==> src/rtl/bho_pkg.sv <==
package bho_pkg;
  typedef enum logic [1:0] {
    ST_IDLE = 2'd0,
    ST_WAIT = 2'd1,
    ST_RUN  = 2'd2
  } run_state_e;
endpackage

==> src/rtl/bho_start.sv <==
module bho_start
  import bho_pkg::*;
#(
  parameter int SYNC_STAGES = 2
) (
  input  logic       clk_i,
  input  logic       rst_ni,
  input  logic       arm_i,
  input  logic       start_mode_i,
  input  logic       sw_trig_i,
  input  logic       ext_trig_i,
  output run_state_e state_o
);
  localparam int LAST = SYNC_STAGES - 1;

  logic [SYNC_STAGES-1:0] sync_q;
  logic                   ext_prev_q;
  logic                   ext_rise;
  logic                   trig;
  run_state_e             state_q, state_d;

  always_ff @(posedge clk_i or negedge rst_ni) begin
    if (!rst_ni) sync_q[0] <= 1'b0;
    else         sync_q[0] <= ext_trig_i;
  end

  for (genvar i = 1; i < SYNC_STAGES; i++) begin : g_sync
    always_ff @(posedge clk_i or negedge rst_ni) begin
      if (!rst_ni) sync_q[i] <= 1'b0;
      else         sync_q[i] <= sync_q[i-1];
    end
  end

  always_ff @(posedge clk_i or negedge rst_ni) begin
    if (!rst_ni) ext_prev_q <= 1'b0;
    else         ext_prev_q <= sync_q[LAST];
  end

  assign ext_rise = sync_q[LAST] & ~ext_prev_q;
  assign trig     = sw_trig_i | ext_rise;

  always_comb begin
    state_d = state_q;
    unique case (state_q)
      ST_IDLE: if (arm_i) state_d = start_mode_i ? ST_WAIT : ST_RUN;
      ST_WAIT: if (trig)  state_d = ST_RUN;
      default: state_d = ST_RUN;
    endcase
  end

  always_ff @(posedge clk_i or negedge rst_ni) begin
    if (!rst_ni) state_q <= ST_IDLE;
    else         state_q <= state_d;
  end

  assign state_o = state_q;


  idle_hold_chk: assert property (@(posedge clk_i) disable iff (!rst_ni)
    (state_q == ST_IDLE && !arm_i) |=> state_q == ST_IDLE);


  wait_exit_chk: assert property (@(posedge clk_i) disable iff (!rst_ni)
    (state_q == ST_WAIT && !sw_trig_i && !sync_q[LAST]) |=> state_q == ST_WAIT);


  run_sticky_chk: assert property (@(posedge clk_i) disable iff (!rst_ni)
    state_q == ST_RUN |=> state_q == ST_RUN);
endmodule

==> src/rtl/bho_credit.sv <==
module bho_credit #(
  parameter int CREDITS = 4
) (
  input  logic clk_i,
  input  logic rst_ni,
  input  logic run_i,
  input  logic ack_i,
  input  logic send_i,
  output logic permit_o
);
  localparam int CW = $clog2(CREDITS + 1);

  logic [CW-1:0] credit_q;
  logic          seen_q;

  always_ff @(posedge clk_i or negedge rst_ni) begin
    if (!rst_ni) begin
      credit_q <= CW'(CREDITS);
      seen_q   <= 1'b0;
    end else begin
      if (run_i && ack_i) seen_q <= 1'b1;
      if (ack_i)       credit_q <= CW'(CREDITS);
      else if (send_i) credit_q <= credit_q - 1'b1;
    end
  end

  // live ack always permits; after withdrawal only remaining credit does
  assign permit_o = ack_i | (seen_q & (credit_q != '0));


  credit_dec_chk: assert property (@(posedge clk_i) disable iff (!rst_ni)
    (send_i && !ack_i) |=> credit_q == CW'($past(credit_q) - 1'b1));


  credit_bound_chk: assert property (@(posedge clk_i) disable iff (!rst_ni)
    credit_q <= CW'(CREDITS));
endmodule

==> src/rtl/bho_out.sv <==
module bho_out #(
  parameter int DW = 32
) (
  input  logic          clk_i,
  input  logic          rst_ni,
  input  logic          load_i,
  input  logic [DW-1:0] data_i,
  output logic [DW-1:0] dout_o,
  output logic          gate_o
);
  logic [DW-1:0] dout_q;
  logic          gate_q;

  always_ff @(posedge clk_i or negedge rst_ni) begin
    if (!rst_ni) begin
      dout_q <= '0;
      gate_q <= 1'b0;
    end else begin
      gate_q <= load_i;
      if (load_i) dout_q <= data_i;
    end
  end

  assign dout_o = dout_q;
  assign gate_o = gate_q;
endmodule

==> src/rtl/bho_burst_out.sv <==
module bho_burst_out
  import bho_pkg::*;
#(
  parameter int DW          = 32,
  parameter int CREDITS     = 4,
  parameter int SYNC_STAGES = 2
) (
  input  logic          clk_i,
  input  logic          rst_ni,
  input  logic          arm_i,
  input  logic          start_mode_i,
  input  logic          sw_trig_i,
  input  logic          ext_trig_i,
  input  logic          smp_en_i,
  input  logic          ack_i,
  input  logic          fifo_empty_i,
  input  logic [DW-1:0] fifo_data_i,
  output logic          fifo_pop_o,
  output logic          req_o,
  output logic [DW-1:0] dout_o,
  output logic          clk_gate_o,
  output logic [1:0]    state_o
);
  run_state_e state;
  logic       run;
  logic       permit;
  logic       send;

  bho_start #(.SYNC_STAGES(SYNC_STAGES)) u_start (
    .clk_i       (clk_i),
    .rst_ni      (rst_ni),
    .arm_i       (arm_i),
    .start_mode_i(start_mode_i),
    .sw_trig_i   (sw_trig_i),
    .ext_trig_i  (ext_trig_i),
    .state_o     (state)
  );

  assign run  = (state == ST_RUN);
  assign send = run & smp_en_i & ~fifo_empty_i & permit;

  bho_credit #(.CREDITS(CREDITS)) u_credit (
    .clk_i   (clk_i),
    .rst_ni  (rst_ni),
    .run_i   (run),
    .ack_i   (ack_i),
    .send_i  (send),
    .permit_o(permit)
  );

  bho_out #(.DW(DW)) u_out (
    .clk_i (clk_i),
    .rst_ni(rst_ni),
    .load_i(send),
    .data_i(fifo_data_i),
    .dout_o(dout_o),
    .gate_o(clk_gate_o)
  );

  assign fifo_pop_o = send;
  assign req_o      = run & ~fifo_empty_i;
  assign state_o    = state;


  pop_qual_chk: assert property (@(posedge clk_i) disable iff (!rst_ni)
    fifo_pop_o |-> (smp_en_i && !fifo_empty_i && state_o == 2'd2));


  gate_on_chk: assert property (@(posedge clk_i) disable iff (!rst_ni)
    fifo_pop_o |=> clk_gate_o);


  gate_off_chk: assert property (@(posedge clk_i) disable iff (!rst_ni)
    !fifo_pop_o |=> !clk_gate_o);


  data_load_chk: assert property (@(posedge clk_i) disable iff (!rst_ni)
    fifo_pop_o |=> dout_o == $past(fifo_data_i));


  data_hold_chk: assert property (@(posedge clk_i) disable iff (!rst_ni)
    !fifo_pop_o |=> $stable(dout_o));


  req_empty_chk: assert property (@(posedge clk_i) disable iff (!rst_ni)
    fifo_empty_i |-> (!req_o && !fifo_pop_o));
endmodule

==> config.mk <==
export PLATFORM = sky130hd
export DESIGN_NAME = bho_burst_out
export DESIGN_NICKNAME = d
export VERILOG_FILES = /design/src/rtl/bho_pkg.sv /design/src/rtl/bho_start.sv /design/src/rtl/bho_credit.sv /design/src/rtl/bho_out.sv /design/src/rtl/bho_burst_out.sv
export SDC_FILE = /design/constraint.sdc
export NUM_CORES = 1
export LEC_CHECK = 0
export BUFFER_PORTS_ARGS = -buffer_cell sky130_fd_sc_hd__buf_2
export CORE_MARGIN = 2
export CORE_UTILIZATION = 45
export CTS_CLUSTER_DIAMETER = 30
export CTS_CLUSTER_SIZE = 24
export DETAILED_ROUTE_END_ITERATION = 12
export GPL_TIMING_DRIVEN = 0
export PLACE_DENSITY = 0.77
export SYNTH_ARGS = -nofsm -noshare
export SYNTH_HDL_FRONTEND = slang
export SYNTH_HIERARCHICAL = 1
export SYNTH_SLANG_ARGS = --single-unit
==> constraint.sdc <==
create_clock -name clk_i -period 2.6 [get_ports clk_i]
set_clock_uncertainty 0.15 [all_clocks]
set_input_delay 0.13 -clock clk_i [delete_from_list [all_inputs] [get_ports clk_i]]
set_output_delay 0.13 -clock clk_i [all_outputs]
set_load 0.02 [all_outputs]
==> flow_results.org <==
** Outcome
- Outcome :: finished clean

** Placed design
- RePlAce Congestion :: 0.657
- Worst slack, placed :: 434 ps
- Once placement completed, the tool counted placed cells totaling 227.
- IO Port Bufs :: 77
- Half-perimeter wire length after placement :: 2.46 mm

** Cells and area
- Final-layout fill cell count :: 247
- Commonest non-fill, non-tap cell in the layout :: sky130_fd_sc_hd__buf_2
- Area used by sequential logic in the layout :: 0.00105 mm^2
- The area growth from synthesis to layout is 52.1%.
- Summing all multi-input logic gate instances after layout gives 628 um^2.
- After the last flow step, the layout net total stands at 267.
- In the layout the commonest cells are sky130_fd_sc_hd__buf_2, sky130_fd_sc_hd__dfrtp_1, sky130_fd_sc_hd__dlygate4sd3_1.
- The repair_antennas step left the layout with diodes totalling 0.
- Non-Filler Instances :: 273
- Cells with a size suffix above 1 make up 55.6% of the layout.

** Timing
- TNS Setup :: 0 ps
- Slew at the pin closest to its max-slew limit :: 893 ps
- Final period utilization :: 83.6%
- Setup repair after global routing left no endpoint under its margin.
- Count of endpoints failing hold in the final timing report :: 0
- On the final layout, the worst hold slack is 53.9 ps.
- Number of failing setup endpoints in the final timing report :: 0
- F_max :: 0.460 GHz
- Smallest setup slack after layout :: 427 ps
- The number of pins with negative max-slew slack in the final report came to 0.
- After layout, the minimum clock period comes to 2170 ps.
- Headroom to the max-slew limit came out at 40.5%.

** Critical path
- In this run the critical register-to-register path is captured at u_out/dout_o[12].
- Top Family by Delay on Critical Path :: buffers and inverters
- WP data required :: 2620 ps
- The signal on the critical path passes through inv_1 -> ha_1 -> ha_1 -> inv_1 -> a21o_1 -> and3_1 -> buf_6 -> buf_12 -> mux2_4.
- Critical path's slowest cell :: sky130_fd_sc_hd__dfrtp_1
- The startpoint identified for the worst register-to-register timing path is u_credit/credit_q[0].
- Setup slack of the worst register-to-register path :: 430 ps
- Launching element type of the critical path :: flop
- The worst register-to-register path has a depth of 9.
- Of all nets on the critical path, the largest fanout is 10.
- Setup CP Type :: reg -> reg
- At the worst endpoint, the arrival time is 2190 ps.
- On the worst path, the slowest cell contributes a delay of 360 ps.
- Together, buffers and inverters on the worst path number 4.
- Crit. End Element :: flop

** Detailed routing
- Vias per cell :: 4.52
- Number of iterations in the first detailed-routing pass :: 3
- For this block, the routed nets add up to 3.76 mm of wire.
- Number of nets with antenna violations after routing :: 0
- The detailed router placed 1233 vias in this run.
- Iteration-0 DRC Markers :: 52
- After detailed routing, the number of remaining DRC violations is 0.
- After detailed routing, the average wire length per cell comes to 13.8 um.

** Hold path
- The startpoint identified for the worst hold timing path is sw_trig_i.
- Hold Path Depth :: 3
- The worst hold path belongs to the class in -> reg.
- For hold timing, the worst endpoint is u_start/state_o[1].

** Power and ir drop
- Net switching is 28.9% of the power.
- In this run, the clock network consumes 24.9% of the power.
- Combinational logic burns 28.3% of the power.
- In this run the static leakage power is 1.34 nW.
- P_int :: 1.21 mW
- After layout, the design draws a total of 1.71 mW.
- Across the VDD grid, the largest voltage drop is 0.531 mV.
- The analysis attributes to net switching a power of 0.493 mW.
- Pwr dens :: 635 mW/mm^2
- Sequential share of power :: 46.8%

** Die
- Row generation in the floorplan step produced 22 rows.
- Vertical extent of the die :: 66.7 um
- For this design the top-level I/O count stands at 78.
- The core region is 0.00372 mm^2.
- Die Outline Area :: 0.00444 mm^2
- From left edge to right edge, the die measures 66.7 um.
- Initial standard-cell utilization of the core :: 47.5%

** Yosys
- Of the total synthesized cell area, the portion taken by XOR and XNOR cells is 0.496%.
- By area, the combinational part of the netlist is dominated by multiplexers.
- Area share of and/or/nand/nor cells after synthesis :: 4.18%
- After synthesis, the netlist uses 20 different library cells.
- Synthesized net count :: 145
- The portion of synthesized area spent on multiplexers is 26.8%.
- Synthesized-area fraction occupied by ao, oa, aoi and oai cells :: 2.69%
- Summing the areas of all fa, ha and maj instances in the mapped netlist gives 1.42% of the synthesized area.
- Mapped Avg Cell Area :: 17.3 um^2
- Counting flops and latches in the post-synthesis netlist gives 42.
- Yosys Warn Count :: 6
- Sequential elements use 59.6% of the synthesized area.
- Combined area of all synthesized cells :: 0.00177 mm^2
- Synthesis produced 102 cells.

** CTS
- The tree built by TritonCTS fans out to 42 sinks.
- Maximum buffer depth of the clock tree :: 2
- Resize count post-CTS :: 0
- After clock tree synthesis, the clock-pin slew on the worst setup and hold paths is 80 ps.
- Clock tree from TritonCTS :: done
- Counting the buffers created by CTS gives 5.
- Clock latency on the worst-skew pair :: 280 ps
- Number of buffers added for setup after CTS :: 0
- CTS Root Cell :: sky130_fd_sc_hd__clkbuf_8
- The H-tree was split into 2 levels.
- In this run, post-CTS hold repair placed 38 buffers.

** Global routing
- Vias in the first global route :: 1322
- Largest net degree at the start of global routing :: 43
- After global routing the overflow that remains totals 0.
- The initial antenna violation count is 0.
- The first global-routing pass estimated 5.86 mm of wire.
- GRT Resource Usage Total :: 18.5%

** Flow run
- Max-cap violations in this run came to 0.
## Yosys cell counts
library cell / number / share of area, %
sky130_fd_sc_hd__a211oi_1: 1 / 0.43
sky130_fd_sc_hd__a21o_1: 3 / 1.3
sky130_fd_sc_hd__a22oi_1: 1 / 0.43
sky130_fd_sc_hd__a32o_1: 1 / 0.57
sky130_fd_sc_hd__and2b_2: 1 / 0.50
sky130_fd_sc_hd__and3_1: 1 / 0.35
sky130_fd_sc_hd__buf_12: 3 / 3.4
sky130_fd_sc_hd__buf_6: 1 / 0.64
sky130_fd_sc_hd__dfrtp_1: 41 / 58
sky130_fd_sc_hd__dfstp_2: 1 / 1.5
sky130_fd_sc_hd__ha_1: 2 / 1.4
sky130_fd_sc_hd__inv_1: 4 / 0.85
sky130_fd_sc_hd__mux2_2: 2 / 1.3
sky130_fd_sc_hd__mux2_4: 30 / 25
sky130_fd_sc_hd__nand2_1: 1 / 0.21
sky130_fd_sc_hd__nand2b_1: 2 / 0.71
sky130_fd_sc_hd__nor2_1: 3 / 0.64
sky130_fd_sc_hd__nor3b_2: 2 / 1.4
sky130_fd_sc_hd__or2_1: 1 / 0.35
sky130_fd_sc_hd__xnor2_1: 1 / 0.50
## flip-flops by register name (all words and copies together), names as in the netlist
register / cells
u_credit/credit_q: 3
u_credit/seen_q: 1
u_out/dout_o: 32
u_out/gate_o: 1
u_start/ext_prev_q: 1
u_start/state_o: 2
u_start/sync_q: 2
## kinds of logic (layout without fill, tap and decap cells)
| kind of cell | after synthesis | count (layout) |
|---|---|---|
| and+or+nand+nor | 11 | 11 |
| AOI/OAI and AO/OA | 6 | 6 |
| adders and majority gates | 2 | 2 |
| xor gates and xnor gates | 1 | 1 |
| buffers and inverters | 8 | 131 |
| muxes | 32 | 32 |
| DFF | 42 | 42 |
## per-layer routing
metal	track usage, %	wire (um)	share of wire [%]	vias to the layer above
met5	0	0	0	-
li1	-	-	-	597
met4	9.44	113	3.0	0
met2	31.5	1980	53	46
met1	21.2	1490	40	578
met3	4.90	174	4.6	12
## power groups by stage
stage / logic, mW / clock network (mW) / registers (mW)
2_1_floorplan: 0.175 / 0 / 0.914
3_3_place_gp: 0.431 / 0 / 0.803
3_5_place_dp: 0.441 / 0 / 0.808
4_1_cts: 0.484 / 0.444 / 0.799
5_1_grt: 0.515 / 0.469 / 0.812
6_report: 0.483 / 0.425 / 0.799
## worst reg2reg max path, stage by stage (launching register included)
cell and delay, ps:
sky130_fd_sc_hd__dfrtp_1 360, sky130_fd_sc_hd__inv_1 60, sky130_fd_sc_hd__ha_1 200, sky130_fd_sc_hd__ha_1 170, sky130_fd_sc_hd__inv_1 50, sky130_fd_sc_hd__a21o_1 100, sky130_fd_sc_hd__and3_1 320, sky130_fd_sc_hd__buf_6 200
sky130_fd_sc_hd__buf_12 150, sky130_fd_sc_hd__mux2_4 310
## worst max path at each step
stage                    startpoint          endpoint  slack (ps)  cells past startpoint
6_report       u_credit/credit_q[0]  u_out/dout_o[12]         430                      9
5_1_grt        u_credit/credit_q[0]  u_out/dout_o[12]         330                      9
3_5_place_dp   u_credit/credit_q[0]  u_out/dout_o[12]         430                      9
3_3_place_gp   u_credit/credit_q[0]   u_out/dout_o[6]         470                      9
4_1_cts        u_credit/credit_q[0]  u_out/dout_o[12]         410                      9
2_1_floorplan    u_start/state_o[1]   u_out/dout_o[0]         340                      5
## stage by stage
step                util [%]  area (um^2)
floorplan                  -         1770
global route            72.3         2690
CTS                     72.3         2690
global placement        59.5         2210
detailed placement      59.5         2210
finish                  72.3         2690
## final cells by class
cell class / instances / area share, %
tap: 48 / 2.23
clock buffer: 6 / 3.07
timing repair buffer: 115 / 28.5
buffer: 4 / 2.65
multi-input combinational: 52 / 23.4
sequential: 42 / 39.2
clock inverter: 2 / 0.466
inverter: 4 / 0.559
(Power assumes the default switching activity.)
